### src/rtl/bir_pkg.sv
package bir_pkg;
   typedef enum logic [1:0] {
      SEL_NONE = 2'd0,
      SEL_CTRL = 2'd1,
      SEL_VEC  = 2'd2
   } bir_sel_e;
endpackage

### src/rtl/bir_regs.sv
module bir_regs
   import bir_pkg::*;
#(
   parameter int unsigned ADDR_W      = 8,
   parameter int unsigned DATA_W      = 8,
   parameter int unsigned LVL_W       = 3,
   parameter int unsigned CTRL_OFFSET = 'h8C,
   parameter int unsigned VEC_OFFSET  = 'h98,
   parameter int unsigned VEC_RESET   = 'h0F
) (
   input  logic              clk,
   input  logic              rst_n,
   input  logic              wr,
   input  logic              rd,
   input  logic [ADDR_W-1:0] addr,
   input  logic [DATA_W-1:0] wdata,
   output logic [DATA_W-1:0] rdata,
   input  logic              ack_hit,
   output logic              en_o,
   output logic [LVL_W-1:0]  lvl_o,
   output logic [DATA_W-1:0] vec_o
);
   localparam int unsigned EN_BIT = LVL_W;
   localparam logic [DATA_W-1:0] VEC_INIT = DATA_W'(VEC_RESET);

   bir_sel_e         sel;
   logic             en_q;
   logic [LVL_W-1:0] lvl_q;
   logic [DATA_W-1:0] vec_q;

   always_comb begin
      if (addr == ADDR_W'(CTRL_OFFSET))     sel = SEL_CTRL;
      else if (addr == ADDR_W'(VEC_OFFSET)) sel = SEL_VEC;
      else                                  sel = SEL_NONE;
   end

   always_ff @(posedge clk) begin
      if (!rst_n) begin
         en_q  <= 1'b0;
         lvl_q <= '0;
         vec_q <= VEC_INIT;
      end else begin
         if (ack_hit) begin
            en_q <= 1'b0;
         end else if (wr && sel == SEL_CTRL) begin
            if (!en_q) begin
               lvl_q <= wdata[LVL_W-1:0];
               en_q  <= wdata[EN_BIT];
            end else if (!wdata[EN_BIT]) begin
               en_q <= 1'b0;
            end
         end
         if (wr && sel == SEL_VEC) vec_q <= wdata;
      end
   end

   always_comb begin
      rdata = '0;
      if (rd) begin
         case (sel)
            SEL_CTRL: rdata[EN_BIT:0] = {en_q, lvl_q};
            SEL_VEC:  rdata = vec_q;
            default:  rdata = '0;
         endcase
      end
   end

   assign en_o  = en_q;
   assign lvl_o = lvl_q;
   assign vec_o = vec_q;
endmodule

### src/rtl/bir_ack_match.sv
module bir_ack_match #(
   parameter int unsigned LVL_W  = 3,
   parameter int unsigned DATA_W = 8
) (
   input  logic              clk,
   input  logic              rst_n,
   input  logic              strobe,
   input  logic [LVL_W-1:0]  ack_lvl,
   input  logic              en,
   input  logic [LVL_W-1:0]  lvl,
   input  logic [DATA_W-1:0] vec,
   output logic              hit,
   output logic              pass,
   output logic              dtack,
   output logic [DATA_W-1:0] vec_out
);
   logic              dtack_q;
   logic [DATA_W-1:0] vec_q;

   always_comb begin
      hit  = strobe && en && (lvl != '0) && (ack_lvl == lvl);
      pass = strobe && !hit;
   end

   always_ff @(posedge clk) begin
      if (!rst_n) begin
         dtack_q <= 1'b0;
         vec_q   <= '0;
      end else begin
         dtack_q <= hit;
         if (hit) vec_q <= vec;
      end
   end

   assign dtack   = dtack_q;
   assign vec_out = vec_q;
endmodule

### src/rtl/bir_line_drv.sv
module bir_line_drv #(
   parameter int unsigned NUM_LINES = 7,
   parameter int unsigned LVL_W     = 3
) (
   input  logic                 en,
   input  logic [LVL_W-1:0]     lvl,
   output logic [NUM_LINES-1:0] irq_n
);
   for (genvar k = 0; k < NUM_LINES; k++) begin : g_line
      assign irq_n[k] = !(en && (lvl == LVL_W'(k + 1)));
   end
endmodule

### src/rtl/bus_irq_requester.sv
module bus_irq_requester #(
   parameter int unsigned NUM_LEVELS  = 7,
   parameter int unsigned ADDR_W      = 8,
   parameter int unsigned DATA_W      = 8,
   parameter int unsigned CTRL_OFFSET = 'h8C,
   parameter int unsigned VEC_OFFSET  = 'h98,
   parameter int unsigned VEC_RESET   = 'h0F
) (
   input  logic                  clk,
   input  logic                  rst_n,
   input  logic                  reg_wr,
   input  logic                  reg_rd,
   input  logic [ADDR_W-1:0]     reg_addr,
   input  logic [DATA_W-1:0]     reg_wdata,
   output logic [DATA_W-1:0]     reg_rdata,
   input  logic                  iack_strobe,
   input  logic [$clog2(NUM_LEVELS+1)-1:0] iack_level,
   output logic                  iack_pass,
   output logic                  iack_dtack,
   output logic [DATA_W-1:0]     iack_vector,
   output logic [NUM_LEVELS-1:0] irq_n
);
   localparam int unsigned LVL_W = $clog2(NUM_LEVELS + 1);

   if (NUM_LEVELS < 1) begin : g_bad_levels
      $error("NUM_LEVELS must be at least 1");
   end
   if (DATA_W < LVL_W + 1) begin : g_bad_width
      $error("DATA_W too narrow for level and enable fields");
   end
   if (CTRL_OFFSET == VEC_OFFSET) begin : g_bad_map
      $error("control and vector offsets collide");
   end
   if (CTRL_OFFSET >= (1 << ADDR_W) || VEC_OFFSET >= (1 << ADDR_W)) begin : g_bad_addr
      $error("register offset outside address range");
   end

   logic              ctrl_en;
   logic [LVL_W-1:0]  ctrl_lvl;
   logic [DATA_W-1:0] vec_reg;
   logic              ack_hit;

   bir_regs #(
      .ADDR_W(ADDR_W), .DATA_W(DATA_W), .LVL_W(LVL_W),
      .CTRL_OFFSET(CTRL_OFFSET), .VEC_OFFSET(VEC_OFFSET), .VEC_RESET(VEC_RESET)
   ) u_regs (
      .clk(clk), .rst_n(rst_n),
      .wr(reg_wr), .rd(reg_rd), .addr(reg_addr), .wdata(reg_wdata),
      .rdata(reg_rdata), .ack_hit(ack_hit),
      .en_o(ctrl_en), .lvl_o(ctrl_lvl), .vec_o(vec_reg)
   );

   bir_ack_match #(.LVL_W(LVL_W), .DATA_W(DATA_W)) u_ack (
      .clk(clk), .rst_n(rst_n),
      .strobe(iack_strobe), .ack_lvl(iack_level),
      .en(ctrl_en), .lvl(ctrl_lvl), .vec(vec_reg),
      .hit(ack_hit), .pass(iack_pass),
      .dtack(iack_dtack), .vec_out(iack_vector)
   );

   bir_line_drv #(.NUM_LINES(NUM_LEVELS), .LVL_W(LVL_W)) u_lines (
      .en(ctrl_en), .lvl(ctrl_lvl), .irq_n(irq_n)
   );
endmodule

### config.mk
export PLATFORM = sky130hd
export DESIGN_NAME = bus_irq_requester
export DESIGN_NICKNAME = d
export VERILOG_FILES = /design/src/rtl/bir_pkg.sv /design/src/rtl/bir_regs.sv /design/src/rtl/bir_ack_match.sv /design/src/rtl/bir_line_drv.sv /design/src/rtl/bus_irq_requester.sv
export SDC_FILE = /design/constraint.sdc
export NUM_CORES = 1
export LEC_CHECK = 0
export CORE_UTILIZATION = 41
export DETAILED_ROUTE_END_ITERATION = 10
export GPL_TIMING_DRIVEN = 0
export PLACE_DENSITY_LB_ADDON = 0.1
export SYNTH_ARGS = -nofsm -noshare
export SYNTH_HDL_FRONTEND = slang
export SYNTH_HIERARCHICAL = 1
export SYNTH_SLANG_ARGS = --single-unit
export TNS_END_PERCENT = 20
### constraint.sdc
create_clock -name clk -period 2.63 [get_ports clk]
set_clock_uncertainty 0.15 [all_clocks]
set_input_delay 0.6575 -clock clk [delete_from_list [all_inputs] [get_ports clk]]
set_output_delay 0.6575 -clock clk [all_outputs]
set_load 0.02 [all_outputs]
After elaboration in Yosys (flattened, before gate mapping)
Cells that the tools add are included.

cells by class
  shifts and indexed selects = 0
  multiply operators = 0
  add/subtract/negate cells = 0
  multiplexer cells = 7
  reduce and logical (&&, ||, !) cells = 24
  bitwise operators = 3
  order comparisons = 0
  equal/unequal tests = 12
  divide/modulo/power cells = 0

operators with widths
  operator            count
  $eq 8x8->1 const B  2
  $logic_and 1x1->1   13
  $eq 3x3->1 const B  4
  $logic_not 1->1     8
  $mux 8              1
  $pmux 4 s2          1
  $eq 3x2->1 const B  2
  $mux 2              2
  $mux 4              1
  $eq 3x1->1 const B  1
  $eq 3x3->1          1
  $not 1->1           3
  $reduce_and 3->1    1
  $reduce_bool 3->1   1
  $eq 2x1->1 const B  1
  $eq 2x2->1 const B  1
  $mux 1              2
  $reduce_or 2->1     1

word-level totals
  bits in writable memories = 0
  bits in latches = 0
  input port bits = 24
  memories = 0
  word-level logic and storage cells = 51
  output and inout port bits = 25
  bits in read-only memories = 0
  bits in registers = 21

Longest topological paths before layout
Gate-level depths: netlist of run 1.

  depth in word-level cells = 6
  gate-level depth with buffers = 7
  mapped depth without buffers = 6

Hierarchy
The synthesis of run 1 kept the hierarchy.

modules (own cells, without submodules)
  module         cells an instance  seq. area each (um2)  instances  area an instance (um2)
  bir_regs       75                 240.2                 1          661.9
  bir_ack_match  44                 180.2                 1          404.1
  bir_line_drv   7                  0.0                   1          66.3

Least setup slack after synthesis of run 1
OpenSTA, ideal clock, no wires.

  path type = in2out
  from = input reg_addr[1]
  to = output reg_rdata[0]
  arrival = 1.875 ns
  setup slack = -0.053 ns
  buffers on the path = 0
  data required time = 1.822 ns
  stages = 3
  path through = or4_4 > or2_2 > nor2_1

between the ends
  word-level cells in the longest chain between the ends = 6
  elaborated cells on any way between the ends = 8
  those cells by class = eq/ne: 4; mux: 4

ends and longest elaborated chain
  what                                             line                     text
  start, declared                                  bus_irq_requester.sv:13  input logic [ADDR_W-1:0] reg_addr,
  $eq 8x8->1                                       bir_regs.sv:33           else if (addr == ADDR_W'(VEC_OFFSET)) sel = SEL_VEC;
  $mux 2                                           bir_regs.sv:33
  $mux 2 *                                         bir_regs.sv:32           if (addr == ADDR_W'(CTRL_OFFSET)) sel = SEL_CTRL;
  $eq 2x2->1 / $eq 2x1->1 (equally long branches)  bir_regs.sv:60           case (sel)
  $pmux 4 s2 *                                     bir_regs.sv:60
  $mux 8 *                                         bir_regs.sv:59           if (rd) begin
  end, declared                                    bus_irq_requester.sv:15  output logic [DATA_W-1:0] reg_rdata,

Every way passes the cells marked *; elsewhere a longest branch is shown, timed or not.

Final worst setup path of run 1
  from = input reg_addr[5]
  to = output reg_rdata[0]

Same word-level chain as after synthesis.

==> flow_summary.toml, run 1 <==
[power_and_ir_drop]
leakage_nw = 0.6260
switching_share_pct = 24.52
finalPower_uw = 558.0
p_switching_uw = 136.8
combPwrFrac_pct = 14.3
internal_power_uw = 421.2
clkPwrFrac_pct = 28.6
power_density_nw_per_um2 = 319.9
seqPwrFrac_pct = 57.1
peakVddDrop_uv = 302.5

[clocking]
htreeDepth = 1
clockBufferDepth = 2
cts_tree = "done"
cts_root_buf = "clkbuf_4"
hold_buffers = 0
clk_latency_ps = 310
clock-sinks = 21
cts_buffers = 3
clkSlewWorstSetupHoldPaths_ps = 110

[cells_and_area]
final_cell_area_um2 = 1744
synthToLayoutAreaGrowth_pct = 54.03
mostFrequentLayoutCells = "32 x clkdlybuf4s50_1, 30 x nand2_1, 21 x dfxtp_1"
final_common_cell = "clkdlybuf4s50_1"
layout-drive-gt1-share_pct = 19.44
fillers = 221
diodes = 0
final_util_pct = 68.53
nets = 205

[synthesis]
synth_seq_area_share_pct = 37.13
synth_xor_area_share_pct = 1.547
synth_top_family_by_area = "simple AND/OR/NAND/NOR gates"
syn_area_um2 = 1132
muxShareOfSynthArea_pct = 17.68
synthAdderAreaFrac_pct = 0
synth_warnings = 6
synth_cells = 126
synth_compound_area_share_pct = 5.193
syn_area_per_cell_um2 = 8.987
ys_types = 29
synth-seq-cells = 21
syn_nets = 150
synthSimpleGateAreaFrac_pct = 34.36

[global_route]
grt_max_degree = 14
grt_pass1_wl_mm = 4.450
grt_overflow = 0
grt_usage_pct = 21.40
grt_antenna_before_repair = 0
grt_pass1_vias = 951

[timing]
max_slew_margin_pct = 69.55
layout_min_cycle_time_ps = 2675
fmax_mhz = 373.9
rsz0062_at_grt = "true"
tns_ps = -193.9
setup_slack_ps = -44.64
fin_crit_sh_pct = 101.7
setup_viol = 5
hold_violations = 0
worst_pin_slew_ps = 456.7
drv_slew = 0

[route]
dr.pass1.iters = 4
finalWirelength_mm = 3.028
viasPerCell = 5.262
drc = 0
drt_iter0_drc = 21
vias = 1105
routedWlPerCell_um = 14.42
ant_nets = 0

[floorplanning]
die_x_um = 54.55
initial_core_util_pct = 44.49
die_area_um2 = 2976
core_area_um2 = 2545
rows = 18
dieHeight_um = 54.55
pin_count = 49

[setup_path]
cp.arrival_ps = 1870
crit_top_cell = "buf_6"
critical_path_class = "in2out"
worstPathMaxFanout = 4
cp-start-kind = "input pin"
worstPathCellList = "buf_6, or4_4, or2_4, nor2_4, buf_6"
critPathRequiredTime_ps = 1820
slowest_delay_ps = 570
end_kind = "output port"
cp_slowest_cell = "or4_4"

[place]
place_congestion = 0.7180
place_area_um2 = 1650
hpwlAfterDp_mm = 2.286
port_buffers = 48
detailedPlace.worstSlack_ps = -933.4

[flow_run]
cap_violations = 0

[run_status]
violations = "negative setup slack"
status = "complete, but fails checks"

[worst_hold_path]
min_path_type = "reg2reg"
path summary, 6_finish.rpt:
path / depth (start not counted) / slack [ps] / from / endpoint
hold reg to reg: 2 / 320 / u_ack/vec_out[7] / u_ack/vec_out[7]
setup reg to reg: 8 / 240 / u_regs/lvl_o[2] / u_regs/lvl_o[0]
setup / recovery: 5 / -40 / reg_addr[5] / reg_rdata[0]
hold / removal: 2 / 320 / u_ack/vec_out[7] / u_ack/vec_out[7]
through the flow:
stage | instances | hold WS, ps
after floorplan | 126 | 293.5
after global placement | 204 | 294.1
after detailed placement | 204 | 310.0
after CTS | 210 | 327.2
after global routing | 210 | 344.0
final | 210 | 320.5
critical path: cells and delay by family:
family,cells,cell delay (ps)
simple gates,3,990
buf+inv,2,210
kinds of logic after synthesis:
family,Yosys count
xor+xnor,2
mux,20
simple gates,68
compound gates,7
flops,21
buf+inv,8
cells in the mapped netlist (all sizes together):
cell type,count,area share (%)
or4b,1,0.88
nor3,1,1.4
and2,1,0.55
nor2b,10,5.5
nor4,1,0.55
or2,1,0.55
nor4b,1,1.3
clkbuf,3,0.99
inv,2,0.66
xor2,1,0.77
o21bai,1,0.66
mux2i,20,18
nand3b,2,1.3
buf,3,2.4
or4,1,0.99
nand2,30,9.9
and3,4,2.2
nand4bb,3,3.0
dfxtp,21,37
and2b,1,0.66
a211oi,1,1.1
nand4,1,0.55
o2111ai,1,0.77
nand3,2,0.88
xnor2,1,0.77
nor2,5,1.7
a22oi,4,2.7
nand4b,3,2.3
metal layers:
layer / vias up / global-route usage, % / routed length, µm
met4: 0 / 5.128 / 17
met3: 2 / 5.833 / 135
met2: 25 / 36.18 / 1503
met5: - / 0 / 0
met1: 533 / 26.72 / 1372
li1: 545 / - / -
final cells by class:
type | instances | area (µm²) | area share (%)
plain buffers | 6 | 38.79 | 2.224
clock buffers | 3 | 22.52 | 1.291
clock inverters | 1 | 7.507 | 0.4304
multi-input cells | 97 | 729.5 | 41.82
flip-flops and latches | 21 | 420.4 | 24.10
well taps | 30 | 37.54 | 2.152
inverters | 2 | 7.507 | 0.4304
repair buffers | 50 | 480.5 | 27.55
repair_timing:
action / CTS / global route
pin swaps: 8 / 5
setup endpoints to repair: 9 / 9
setup buffers: 2 / 0
gates resized for setup: 75 / 6
gates cloned: 0 / 0
sequential cells by signal (all words and copies together), names as in the netlist:
signal         cells
u_ack/vec_out      8
u_regs/vec_o       8
u_regs/lvl_o       3
u_ack/dtack        1
u_regs/en_o        1
power groups by stage:
stage	registers [mW]	logic (mW)	clock network, mW
2_1_floorplan	0.326	0.0279	0
3_3_place_gp	0.326	0.0715	0
3_5_place_dp	0.326	0.0742	0
4_1_cts	0.319	0.0778	0.164
5_1_grt	0.319	0.0859	0.178
6_report	0.319	0.0800	0.159
No activity file was read; power rests on OpenSTA's default activity.
==> run 2: changes to the inputs <==
- CELL_PAD_IN_SITES_DETAIL_PLACEMENT: default -> 2
- CELL_PAD_IN_SITES_GLOBAL_PLACEMENT: default -> 2
- CORE_UTILIZATION: 41 -> 23
==> flow_summary.toml, run 2 (synthesis results as in run 1) <==
[run_status]
status = "complete, but fails checks"
violations = "negative setup slack"

[route]
ant_nets = 0
drt_iter0_drc = 34
finalWirelength_mm = 3.840
drc = 0
routedWlPerCell_um = 15.48
dr.pass1.iters = 4
viasPerCell = 4.552
vias = 1129

[place]
dp_cells = 241
port_buffers = 48
place_area_um2 = 1697
detailedPlace.worstSlack_ps = -943.2
place_congestion = 0.6881
hpwlAfterDp_mm = 2.908

[worst_hold_path]
hold_start = "u_ack/vec_out[6]"
hold_path_end = "u_ack/vec_out[6]"
holdPathStages = 2
min_path_type = "reg2reg"

[setup_path]
cp-start-kind = "input pin"
end_kind = "output port"
rr_endpoint = "u_regs/lvl_o[0]"
slowest_delay_ps = 570
cp.arrival_ps = 1850
crit_top_cell = "buf_6"
worstPathMaxFanout = 4
reg2reg_depth = 8
r2r_start = "u_regs/lvl_o[2]"
worstPathCellList = "buf_6, or4_4, or2_4, nor2_4, buf_6"
reg2reg_setup_slack_ps = 150
cp_slowest_cell = "or4_4"
critPathRequiredTime_ps = 1820
critical_path_class = "in2out"

[clocking]
cts_root_buf = "clkbuf_8"
htreeDepth = 1
clockBufferDepth = 2
clock-sinks = 21
clkSlewWorstSetupHoldPaths_ps = 80
cts_tree = "done"
cts_buffers = 3
clk_latency_ps = 260
hold_buffers = 0

[timing]
max_slew_margin_pct = 69.99
drv_slew = 0
hold_violations = 0
layout_min_cycle_time_ps = 2657
setup_slack_ps = -27.29
rsz0062_at_grt = "true"
fmax_mhz = 376.3
worst_pin_slew_ps = 450.1
setup_viol = 4
fin_crit_sh_pct = 101.0

[cells_and_area]
synthToLayoutAreaGrowth_pct = 62.43
final_common_cell = "nand2_1"
nets = 206
mostFrequentLayoutCells = "30 x nand2_1, 27 x clkdlybuf4s50_1, 20 x mux2i_1, 20 x dfxtp_1, 8 x nor2b_1"
stdcell_count = 248
layout-drive-gt1-share_pct = 21.55
diodes = 0
final_cell_area_um2 = 1839

[global_route]
grt_max_degree = 13
grt_overflow = 0
grt_pass1_vias = 1280
grt_usage_pct = 15.31
grt_antenna_before_repair = 0
grt_pass1_wl_mm = 6.161

[floorplanning]
pin_count = 49
rows = 25
dieHeight_um = 72.17
core_area_um2 = 4723
initial_core_util_pct = 23.97
die_x_um = 72.17
die_area_um2 = 5208

[power_and_ir_drop]
power_density_nw_per_um2 = 333.6
peakVddDrop_uv = 233.2
leakage_nw = 0.6633

[flow_run]
cap_violations = 0
-- run 2: layer usage --
layer  share of wire [%]  global-route usage [%]  wire length (µm)  up-vias
li1                    -                       -                 -      549
met1                  45                   18.45              1712      553
met2                  51                   27.93              1953       25
met3                 3.8                   2.639               144        2
met4                0.76                   3.922                29        0
met5                   0                       0                 0        -
-- run 2: power breakdown --
part           internal, mW  total [mW]  switching, mW
Clock                 0.108       0.215          0.107
Combinational        0.0436      0.0805         0.0369
Sequential            0.318       0.318       0.000404
-- run 2: repair_timing --
action	in CTS	in global routing
gates resized for setup	86	5
pin swaps	11	2
buffers inserted	3	0
endpoints found under the setup margin	12	9
-- run 2: area by class of cell --
| cell class | instances | area, µm² |
|---|---|---|
| buffer | 6 | 47.55 |
| clock buffer | 4 | 45.04 |
| fill | 522 | 2884 |
| inverter | 2 | 7.507 |
| multi-input combinational | 97 | 754.5 |
| sequential | 21 | 421.7 |
| tap | 67 | 83.83 |
| timing repair buffer | 51 | 479.2 |
-- run 2: how the worst max path moves through the flow --
| stage | start | slack, ps | end |
|---|---|---|---|
| floorplan | reg_addr[1] | -50 | reg_rdata[0] |
| global placement | reg_addr[1] | -920 | reg_rdata[7] |
| detailed placement | reg_addr[1] | -940 | reg_rdata[0] |
| CTS | reg_addr[6] | -20 | reg_rdata[0] |
| global route | reg_addr[6] | -40 | reg_rdata[1] |
| finish | reg_addr[6] | -30 | reg_rdata[1] |
-- run 2: per-stage QoR --
step / power, mW / utilization, % / setup TNS [ps] / hold slack [ps]
finish: 0.6136 / 38.94 / -71.35 / 312.5
global route: 0.6443 / 38.94 / -151.2 / 338.9
CTS: 0.6262 / 38.62 / -71.56 / 317.5
detailed placement: 0.4022 / 35.92 / -8820 / 307.7
global placement: 0.3994 / 35.92 / -8633 / 295.4
floorplan: 0.3535 / - / -211.3 / 293.5
-- run 2: critical path, delay by kind of cell --
| kind | cells | cell delay [ps] |
|---|---|---|
| buffers and inverters | 2 | 210 |
| AND/OR/NAND/NOR | 3 | 990 |
